File: src/rtl/adc_seq_pkg.sv
package adc_seq_pkg;

    localparam int CNT_W = 2;

    typedef struct packed {
        logic             pd;
        logic             bank;
        logic [CNT_W-1:0] cnt_m1;
    } seq_mode_t;

    localparam seq_mode_t MODE_RESET = '{pd: 1'b0, bank: 1'b0, cnt_m1: '0};

    typedef enum logic [1:0] {
        ST_IDLE,
        ST_CONV,
        ST_DOWN
    } seq_state_t;

endpackage

File: src/rtl/adc_seq_strobe.sv
module adc_seq_strobe (
    input  logic clk,
    input  logic rst_n,
    input  logic cs_n,
    input  logic wr_n,
    input  logic rd_n,
    input  logic cnv_n,
    output logic wr_evt,
    output logic rd_start,
    output logic rd_end,
    output logic cnv_evt,
    output logic bus_oe
);
    logic wr_act, rd_act;
    logic wr_act_q, rd_act_q, cnv_hi_q;

    assign wr_act = ~cs_n & ~wr_n;
    assign rd_act = ~cs_n & ~rd_n;

    always_ff @(posedge clk or negedge rst_n) begin
        if (!rst_n) begin
            wr_act_q <= 1'b0;
            rd_act_q <= 1'b0;
            cnv_hi_q <= 1'b1;
        end else begin
            wr_act_q <= wr_act;
            rd_act_q <= rd_act;
            cnv_hi_q <= cnv_n;
        end
    end

    always_comb begin
        wr_evt   = wr_act & ~wr_act_q;
        rd_start = rd_act & ~rd_act_q;
        rd_end   = ~rd_act & rd_act_q;
        cnv_evt  = ~cnv_n & cnv_hi_q;
        bus_oe   = rd_act;
    end


    cs_gate_chk: assert property (@(posedge clk) disable iff (!rst_n)
        cs_n |-> !wr_evt && !rd_start);

endmodule

File: src/rtl/adc_seq_mode.sv
module adc_seq_mode
    import adc_seq_pkg::*;
(
    input  logic       clk,
    input  logic       rst_n,
    input  logic       wr_evt,
    input  logic [3:0] wdata,
    input  logic       busy,
    output seq_mode_t  mode
);
    seq_mode_t held;
    logic      held_vld;

    always_ff @(posedge clk or negedge rst_n) begin
        if (!rst_n) begin
            mode     <= MODE_RESET;
            held     <= MODE_RESET;
            held_vld <= 1'b0;
        end else if (wr_evt) begin
            if (busy) begin
                held     <= seq_mode_t'(wdata);
                held_vld <= 1'b1;
            end else begin
                mode     <= seq_mode_t'(wdata);
                held_vld <= 1'b0;
            end
        end else if (held_vld && !busy) begin
            mode     <= held;
            held_vld <= 1'b0;
        end
    end


    mode_frozen_chk: assert property (@(posedge clk) disable iff (!rst_n)
        busy |=> $stable(mode));

endmodule

File: src/rtl/adc_seq_core.sv
module adc_seq_core
    import adc_seq_pkg::*;
#(
    parameter int W        = 12,
    parameter int NCH      = 4,
    parameter int CONV_CYC = 4,
    parameter int ACQ_CYC  = 6
) (
    input  logic             clk,
    input  logic             rst_n,
    input  seq_mode_t        mode,
    input  logic             cnv_evt,
    input  logic             rd_start,
    input  logic             rd_end,
    input  logic [NCH*W-1:0] samp_a,
    input  logic [NCH*W-1:0] samp_b,
    output logic             busy,
    output logic             done_n,
    output logic [W-1:0]     rd_data
);
    localparam int CHW = (NCH > 1) ? $clog2(NCH) : 1;
    localparam int TW  = $clog2(CONV_CYC + 1);
    localparam int AW  = $clog2(ACQ_CYC + 1);
    localparam logic [TW-1:0]  T_LAST  = TW'(CONV_CYC - 1);
    localparam logic [AW-1:0]  ACQ_MIN = AW'(ACQ_CYC);
    localparam logic [CHW-1:0] CH_MAX  = CHW'(NCH - 1);

    seq_state_t     state, state_nx;
    logic [W-1:0]   in_a [NCH];
    logic [W-1:0]   in_b [NCH];
    logic [W-1:0]   held [NCH];
    logic [W-1:0]   res  [NCH];
    logic [TW-1:0]  tmr;
    logic [CHW-1:0] ch, ch_last, rd_ptr, req_last;
    logic [AW-1:0]  acq_cnt;
    logic           accept, seq_end;

    for (genvar g = 0; g < NCH; g++) begin : g_unpack
        assign in_a[g] = samp_a[g*W +: W];
        assign in_b[g] = samp_b[g*W +: W];
    end

    assign req_last = (int'(mode.cnt_m1) > NCH - 1) ? CH_MAX : CHW'(mode.cnt_m1);
    assign accept   = (state == ST_IDLE) && cnv_evt && !mode.pd && (acq_cnt >= ACQ_MIN);
    assign seq_end  = (state == ST_CONV) && (tmr == T_LAST) && (ch == ch_last);
    assign busy     = (state == ST_CONV);
    assign rd_data  = res[rd_ptr];

    always_ff @(posedge clk or negedge rst_n) begin
        if (!rst_n) state <= ST_IDLE;
        else        state <= state_nx;
    end

    always_comb begin
        state_nx = state;
        unique case (state)
            ST_IDLE: begin
                if (mode.pd)     state_nx = ST_DOWN;
                else if (accept) state_nx = ST_CONV;
            end
            ST_CONV: if (seq_end)  state_nx = ST_IDLE;
            ST_DOWN: if (!mode.pd) state_nx = ST_IDLE;
            default: state_nx = ST_IDLE;
        endcase
    end

    always_ff @(posedge clk or negedge rst_n) begin
        if (!rst_n) begin
            tmr     <= '0;
            ch      <= '0;
            ch_last <= '0;
            rd_ptr  <= '0;
            acq_cnt <= '0;
            done_n  <= 1'b1;
            for (int i = 0; i < NCH; i++) begin
                held[i] <= '0;
                res[i]  <= '0;
            end
        end else begin
            if (state != ST_CONV && acq_cnt < ACQ_MIN) acq_cnt <= acq_cnt + 1'b1;
            if (rd_start) done_n <= 1'b1;
            if (rd_end)   rd_ptr <= (rd_ptr == ch_last) ? '0 : rd_ptr + 1'b1;
            if (accept) begin
                for (int i = 0; i < NCH; i++) held[i] <= mode.bank ? in_b[i] : in_a[i];
                tmr     <= '0;
                ch      <= '0;
                ch_last <= req_last;
                rd_ptr  <= '0;
                done_n  <= 1'b1;
            end else if (state == ST_CONV) begin
                if (tmr == T_LAST) begin
                    res[ch] <= held[ch];
                    tmr     <= '0;
                    if (ch == ch_last) begin
                        done_n  <= 1'b0;
                        acq_cnt <= '0;
                    end else begin
                        ch <= ch + 1'b1;
                    end
                end else begin
                    tmr <= tmr + 1'b1;
                end
            end
        end
    end


    done_at_end_chk: assert property (@(posedge clk) disable iff (!rst_n)
        $fell(done_n) |-> $past(state == ST_CONV) && (state == ST_IDLE));


    rd_ptr_range_chk: assert property (@(posedge clk) disable iff (!rst_n)
        rd_ptr <= ch_last);


    down_no_conv_chk: assert property (@(posedge clk) disable iff (!rst_n)
        (state == ST_DOWN) |=> (state != ST_CONV));


    conv_hold_chk: assert property (@(posedge clk) disable iff (!rst_n)
        (state == ST_CONV) && !seq_end |=> (state == ST_CONV) && $stable(ch_last));

endmodule

File: src/rtl/adc_seq_ctrl.sv
module adc_seq_ctrl
    import adc_seq_pkg::*;
#(
    parameter int W        = 12,
    parameter int NCH      = 4,
    parameter int CONV_CYC = 4,
    parameter int ACQ_CYC  = 6
) (
    input  logic             clk,
    input  logic             rst_n,
    input  logic             cs_n,
    input  logic             wr_n,
    input  logic             rd_n,
    input  logic             cnv_n,
    input  logic [W-1:0]     bus_in,
    output logic [W-1:0]     bus_out,
    output logic             bus_oe,
    output logic             done_n,
    input  logic [NCH*W-1:0] samp_a,
    input  logic [NCH*W-1:0] samp_b
);
    logic      wr_evt, rd_start, rd_end, cnv_evt, busy;
    seq_mode_t mode;
    logic      unused_hi;

    assign unused_hi = ^bus_in[W-1:4];

    adc_seq_strobe u_strobe (
        .clk      (clk),
        .rst_n    (rst_n),
        .cs_n     (cs_n),
        .wr_n     (wr_n),
        .rd_n     (rd_n),
        .cnv_n    (cnv_n),
        .wr_evt   (wr_evt),
        .rd_start (rd_start),
        .rd_end   (rd_end),
        .cnv_evt  (cnv_evt),
        .bus_oe   (bus_oe)
    );

    adc_seq_mode u_mode (
        .clk    (clk),
        .rst_n  (rst_n),
        .wr_evt (wr_evt),
        .wdata  (bus_in[3:0]),
        .busy   (busy),
        .mode   (mode)
    );

    adc_seq_core #(
        .W        (W),
        .NCH      (NCH),
        .CONV_CYC (CONV_CYC),
        .ACQ_CYC  (ACQ_CYC)
    ) u_core (
        .clk      (clk),
        .rst_n    (rst_n),
        .mode     (mode),
        .cnv_evt  (cnv_evt),
        .rd_start (rd_start),
        .rd_end   (rd_end),
        .samp_a   (samp_a),
        .samp_b   (samp_b),
        .busy     (busy),
        .done_n   (done_n),
        .rd_data  (bus_out)
    );


    oe_needs_cs_chk: assert property (@(posedge clk) disable iff (!rst_n)
        bus_oe |-> !cs_n && !rd_n);

endmodule

File: config.mk
export PLATFORM = sky130hd
export DESIGN_NAME = adc_seq_ctrl
export DESIGN_NICKNAME = d
export VERILOG_FILES = /design/src/rtl/adc_seq_pkg.sv /design/src/rtl/adc_seq_strobe.sv /design/src/rtl/adc_seq_mode.sv /design/src/rtl/adc_seq_core.sv /design/src/rtl/adc_seq_ctrl.sv
export SDC_FILE = /design/constraint.sdc
export NUM_CORES = 1
export LEC_CHECK = 0
export CORE_MARGIN = 2
export CORE_UTILIZATION = 30
export DETAILED_ROUTE_END_ITERATION = 7
export PLACE_DENSITY = 0.59
export SLEW_MARGIN = 20
export SYNTH_ARGS = -nofsm -noshare
export SYNTH_HDL_FRONTEND = slang
export SYNTH_SLANG_ARGS = --single-unit
File: constraint.sdc
create_clock -name clk -period 2.49 [get_ports clk]
set_input_delay 0.498 -clock clk [delete_from_list [all_inputs] [get_ports clk]]
set_output_delay 0.498 -clock clk [all_outputs]
set_load 0.05 [all_outputs]
Yosys cells after proc, flatten, opt, wreduce, memory -nomap -nowiden --
Index checks and enable logic that the tools add are counted.
Cells by class: multipliers 0, bitwise logic cells 16, order comparisons 5, eq/ne operators 11, add/subtract/negate cells 4, reduce and logical (&&, ||, !) cells 20, shifts and indexed selects 0, div/mod/pow operators 0, muxes and demuxes 44
Operators by type and width (number):
- $mux W12 | 9
- $bmux W12 S2 | 2
- $bwmux W48 | 1
- $demux W12 S2 | 1
- $mux W3 | 8
- $mux W2 | 11
- $mux W4 | 3
- $ge A3 B3 Y1 const B | 3
- $reduce_and A3 Y1 | 3
- $logic_and A1 B1 Y1 | 8
- $mux W1 | 8
- $not A1 Y1 | 8
- $reduce_bool A2 Y1 | 4
- $add A3 B1 Y3 const B | 2
- $and A1 B1 Y1 | 6
- $ne A2 B1 Y1 const B | 3
- $not A2 Y3 | 2
- $pmux W2 S3 | 1
- $add A2 B1 Y2 const B | 2
- $eq A2 B2 Y1 | 2
- $ne A2 B2 Y1 const B | 2
- $reduce_and A2 Y1 | 2
- $eq A3 B2 Y1 const B | 1
- $lt A3 B1 Y1 const B | 1
- other kinds (6) | 7
Word-level totals: bits in writable memories 0, bits in latches 0, word-level logic and storage cells 125, input port bits 114, memories 0, bits in read-only memories 0, bits in registers 123

Logic depth before layout (Yosys ltp) --
word-level depth 8, gate-level depth with buffers 7

Cells and area by module --
Synthesis repeated with hierarchy kept, for this count alone.
Unflattened totals: cell total of the unflattened synthesis 467, area, all modules 5972.0 um2
Modules (own cells, without submodules):
- adc_seq_core | seq. area each 2778.9 um2, area each 5461.5 um2, cells an instance 426, instances 1
- adc_seq_mode | seq. area each 225.2 um2, area each 397.9 um2, cells an instance 32, instances 1
- adc_seq_strobe | seq. area each 76.3 um2, area each 112.6 um2, cells an instance 9, instances 1

Worst setup path after synthesis --
OpenSTA, ideal clock, no wires.
path kind register -> output, from reg u_core.rd_ptr[0], to out bus_out[10], path buffers 2, slack 0.540 ns, cell stages (with the launch flop) 4, data arrival time 1.452 ns, data required time 1.992 ns, path through dfrtp_1 -> buf_2 -> buf_2 -> mux4_2
Between the ends: cells in the longest elaborated chain, start to end 4
RTL lines:
- start: declaration | RTL line adc_seq_core.sv:34 | logic [CHW-1:0] ch, ch_last, rd_ptr, req_last;
- start signal: assignment | RTL line adc_seq_core.sv:82 | if (rd_end) rd_ptr <= (rd_ptr == ch_last) ? '0 : rd_ptr + 1'b1;
- $not A2 Y3 (not written as such) | RTL line adc_seq_core.sv:47 | assign rd_data = res[rd_ptr];
- $bmux W12 S2 | RTL line adc_seq_core.sv:47
- $mux W12 (not written as such) (2 in series) | RTL line adc_seq_core.sv:47
- end: declaration | RTL line adc_seq_ctrl.sv:16 | output logic [W-1:0] bus_out,
Every way passes these cells. The select of a mux whose other input is x is not followed.

Worst setup path in the final report --
from reg u_core.rd_ptr[0], to out bus_out[1]
Same word-level chain as after synthesis.

==> results by group <==
Floorplan
  – Die Area: 0.0209 mm2
  – Starting Density: 30.5%
  – Die Span Y: about 140 um
  – I/O pin count: 128
  – Std-Cell Rows: 51
  – CORE AREA: around 0.019 mm2
  – Die width: between 100 and 150 um

Yosys
  – Post-Syn Instances: 460
  – Post-synth EDFFs: 0
  – Seq cells post-synth: roughly 120
  – Dominant synthesized flop cell: dfrtp_1
  – Post-Syn Nets: 580
  – Yosys cell types: 39
  – Ys Warns: 0
  – Post-Syn Area: approximately 0.006 mm2
  – Avg Inst Size Synth: approximately 13 um2
  – Sequential share of the synthesized area: 52.1%
  – Ys async rst share: between 90% and 100%

Setup path
  – Setup Crit Path Kind: reg2out
  – Crit start category: flip-flop
  – CP Data Required Time: 1.99 ns
  – R2R Path Start: u_core.ch[0]
  – CP Max Fanout: 9
  – Setup crit start: u_core.rd_ptr[0]
  – CP arrival: between 1.5 and 2 ns
  – Reg-to-reg setup timing slack: ~0.71 ns
  – Setup crit end kind: primary output

Cells and area
  – Synthesis-to-layout area growth: 34.2%
  – Antenna cells: 0
  – Nets@finish: 699
  – Fillers: 1,837
  – Leading cell types in the layout, fill and taps excluded: 120 x dfrtp_1, 105 x clkdlybuf4s50_1, 55 x o21ai_0
  – Layout cells sized above 1: 23.7%
  – Commonest non-fill, non-tap cell in the layout: dfrtp_1

Timing
  – Hold Vio Cnt, Final: 0
  – Slew Viols, Final: 0
  – Worst Slack Setup Final: 0.262 ns
  – RSZ-0062 raised after global routing: no
  – Fin crit share: 89.5%
  – Achievable frequency: 0.449 GHz
  – Hold slack: 0.0477 ns
  – Worst Tran Pin Value: 0.648 ns
  – TNS Setup: 0 ns
  – Min cycle time layout: about 2.2 ns
  – Count of final setup violators: 0
  – Slew headroom: 56.7%
  – Clk_skew: 0.00970 ns

Placed design
  – Port bufs: 119
  – Detailed Place HPWL: 10.4 mm
  – DP Worst Slack: 0.341 ns
  – Routability cong.: 0.774

GRT
  – Total track usage: between 10% and 20%
  – Total gr overflow: 0
  – Initial antenna violation count: 0
  – First-pass GRT wire length: 22.6 mm
  – Pin count of the biggest net entering global routing: 51
  – Vias in the first global route: 4,282

Clock tree
  – Post-CTS Hold Fix Bufs: 0
  – H-tree Lvls: 4
  – Total clock buffers created by CTS: 17
  – Clk root buf: clkbuf_16
  – Deepest clock path buffer count: 2
  – CTS Sinks: between 100 and 150
  – CTS tree: done
  – Clk slew on worst S/H paths: 0.05 ns
  – Setup Fix Bufs, Post-CTS: 0
  – Worst skew pair latency: 0.42 ns
  – Cts repair resizes: 0

Pwr
  – Power after layout: 8.53 mW
  – Power density over the cells: 1070 mW/mm2
  – Leak Pwr: 3.54 nW
  – Worst vdd ir: 530 uV

Route
  – Vias post-DR: between 4,000 and 5,000
  – Total wire length: 14.4 mm
  – Initial DRC count: between 200 and 300
  – Drt pass-1 iters: 4
  – DRC Markers: 0
  – Vias per cell: between 4 and 5
  – Detail Route Antenna Nets: 0
  – Routed length per placed instance: 16.9 um

Status
  – Run status: complete, no violations

Job
  – Max_cap viols: 0

Min path
  – Worst hold path class: in2async
==> per-layer routing <==
layer  vias to the layer above  share of wire [%]  routed length, um  track usage (%)
met5                         -                  0                  0                0
met4                         0                2.0                282             5.88
met3                        19                5.3                766             3.25
met2                       151                 47               6820             22.8
met1                      2102                 45               6550             19.4
li1                       1939                  -                  -                -
==> state kept, by name (all words and copies together), names as in the netlist <==
name	flops
u_core.acq_cnt	3
u_core.ch	2
u_core.ch_last	2
u_core.done_n	1
u_core.held	48
u_core.rd_ptr	2
u_core.res	48
u_core.state	2
u_core.tmr	3
u_mode.held	4
u_mode.held_vld	1
u_mode.mode	4
u_strobe.cnv_hi_q	1
u_strobe.rd_act_q	1
u_strobe.wr_act_q	1
==> through the flow <==
stage / instances / cell area (um2) / util (%)
finish: 855 / 7940 / 40.9
global route: 855 / 7940 / 40.9
CTS: 855 / 7940 / 40.9
detailed placement: 825 / 7380 / 38.0
global placement: 825 / 7380 / 38.0
floorplan: 460 / 5920 / -
==> cells in the mapped netlist (7+ instances only) <==
library cell	instances	area share, %
nand2_1	9	0.57
o21ai_0	55	4.7
a21oi_1	7	0.59
mux2i_1	50	8.5
o21ai_1	48	4.1
mux4_2	24	9.1
buf_6	7	1.3
clkbuf_1	18	1.1
dfrtp_1	121	51
buf_2	9	0.76
mux2_2	54	10
==> power by group <==
| group | total, mW | internal, mW | switching, mW | leakage (nW) |
|---|---|---|---|---|
| sequential | 3.16 | 2.73 | 0.428 | 1.58 |
| clock | 2.38 | 1.55 | 0.830 | 0.280 |
| combinational | 2.99 | 1.40 | 1.59 | 1.69 |
| total | 8.53 | 5.68 | 2.85 | 3.54 |
==> critical path, stage by stage (launching register included) <==
cell     delay, ns
dfrtp_1       0.35
buf_4         0.21
mux4_2        0.55
buf_4         0.21
==> path summary, 6_finish.rpt <==
check | endpoint | depth (start not counted)
worst max-delay path | bus_out[1] | 3
worst max register to register | u_core.res[30] | 3
worst min-delay path | u_core.acq_cnt[0] | 1
min in group clk | u_core.state[1] | 1
worst min register to register | u_core.state[1] | 1
max in group asynchronous | u_core.done_n | 2
==> cell families after synthesis <==
kind of cell / after synthesis / synth area share, %
buf+inv: 41 / 3.74
xor+xnor: 3 / 0.444
fa+ha+maj: 6 / 1.27
mux: 128 / 27.9
compound gates: 126 / 11.4
simple gates: 33 / 3.24
flops: 123 / 52.1
==> cell type report <==
class                   count  area [um2]  share of cell area (%)
flip-flops and latches    123        3080                    38.8
well taps                 265         332                    4.18
clock buffers              21         440                    5.55
clock inverters             9         124                    1.56
repair buffers            135        1330                    16.7
inverters                   6        22.5                   0.284
multi-input cells         296        2620                    32.9
No activity file was read; power rests on OpenSTA's default activity.
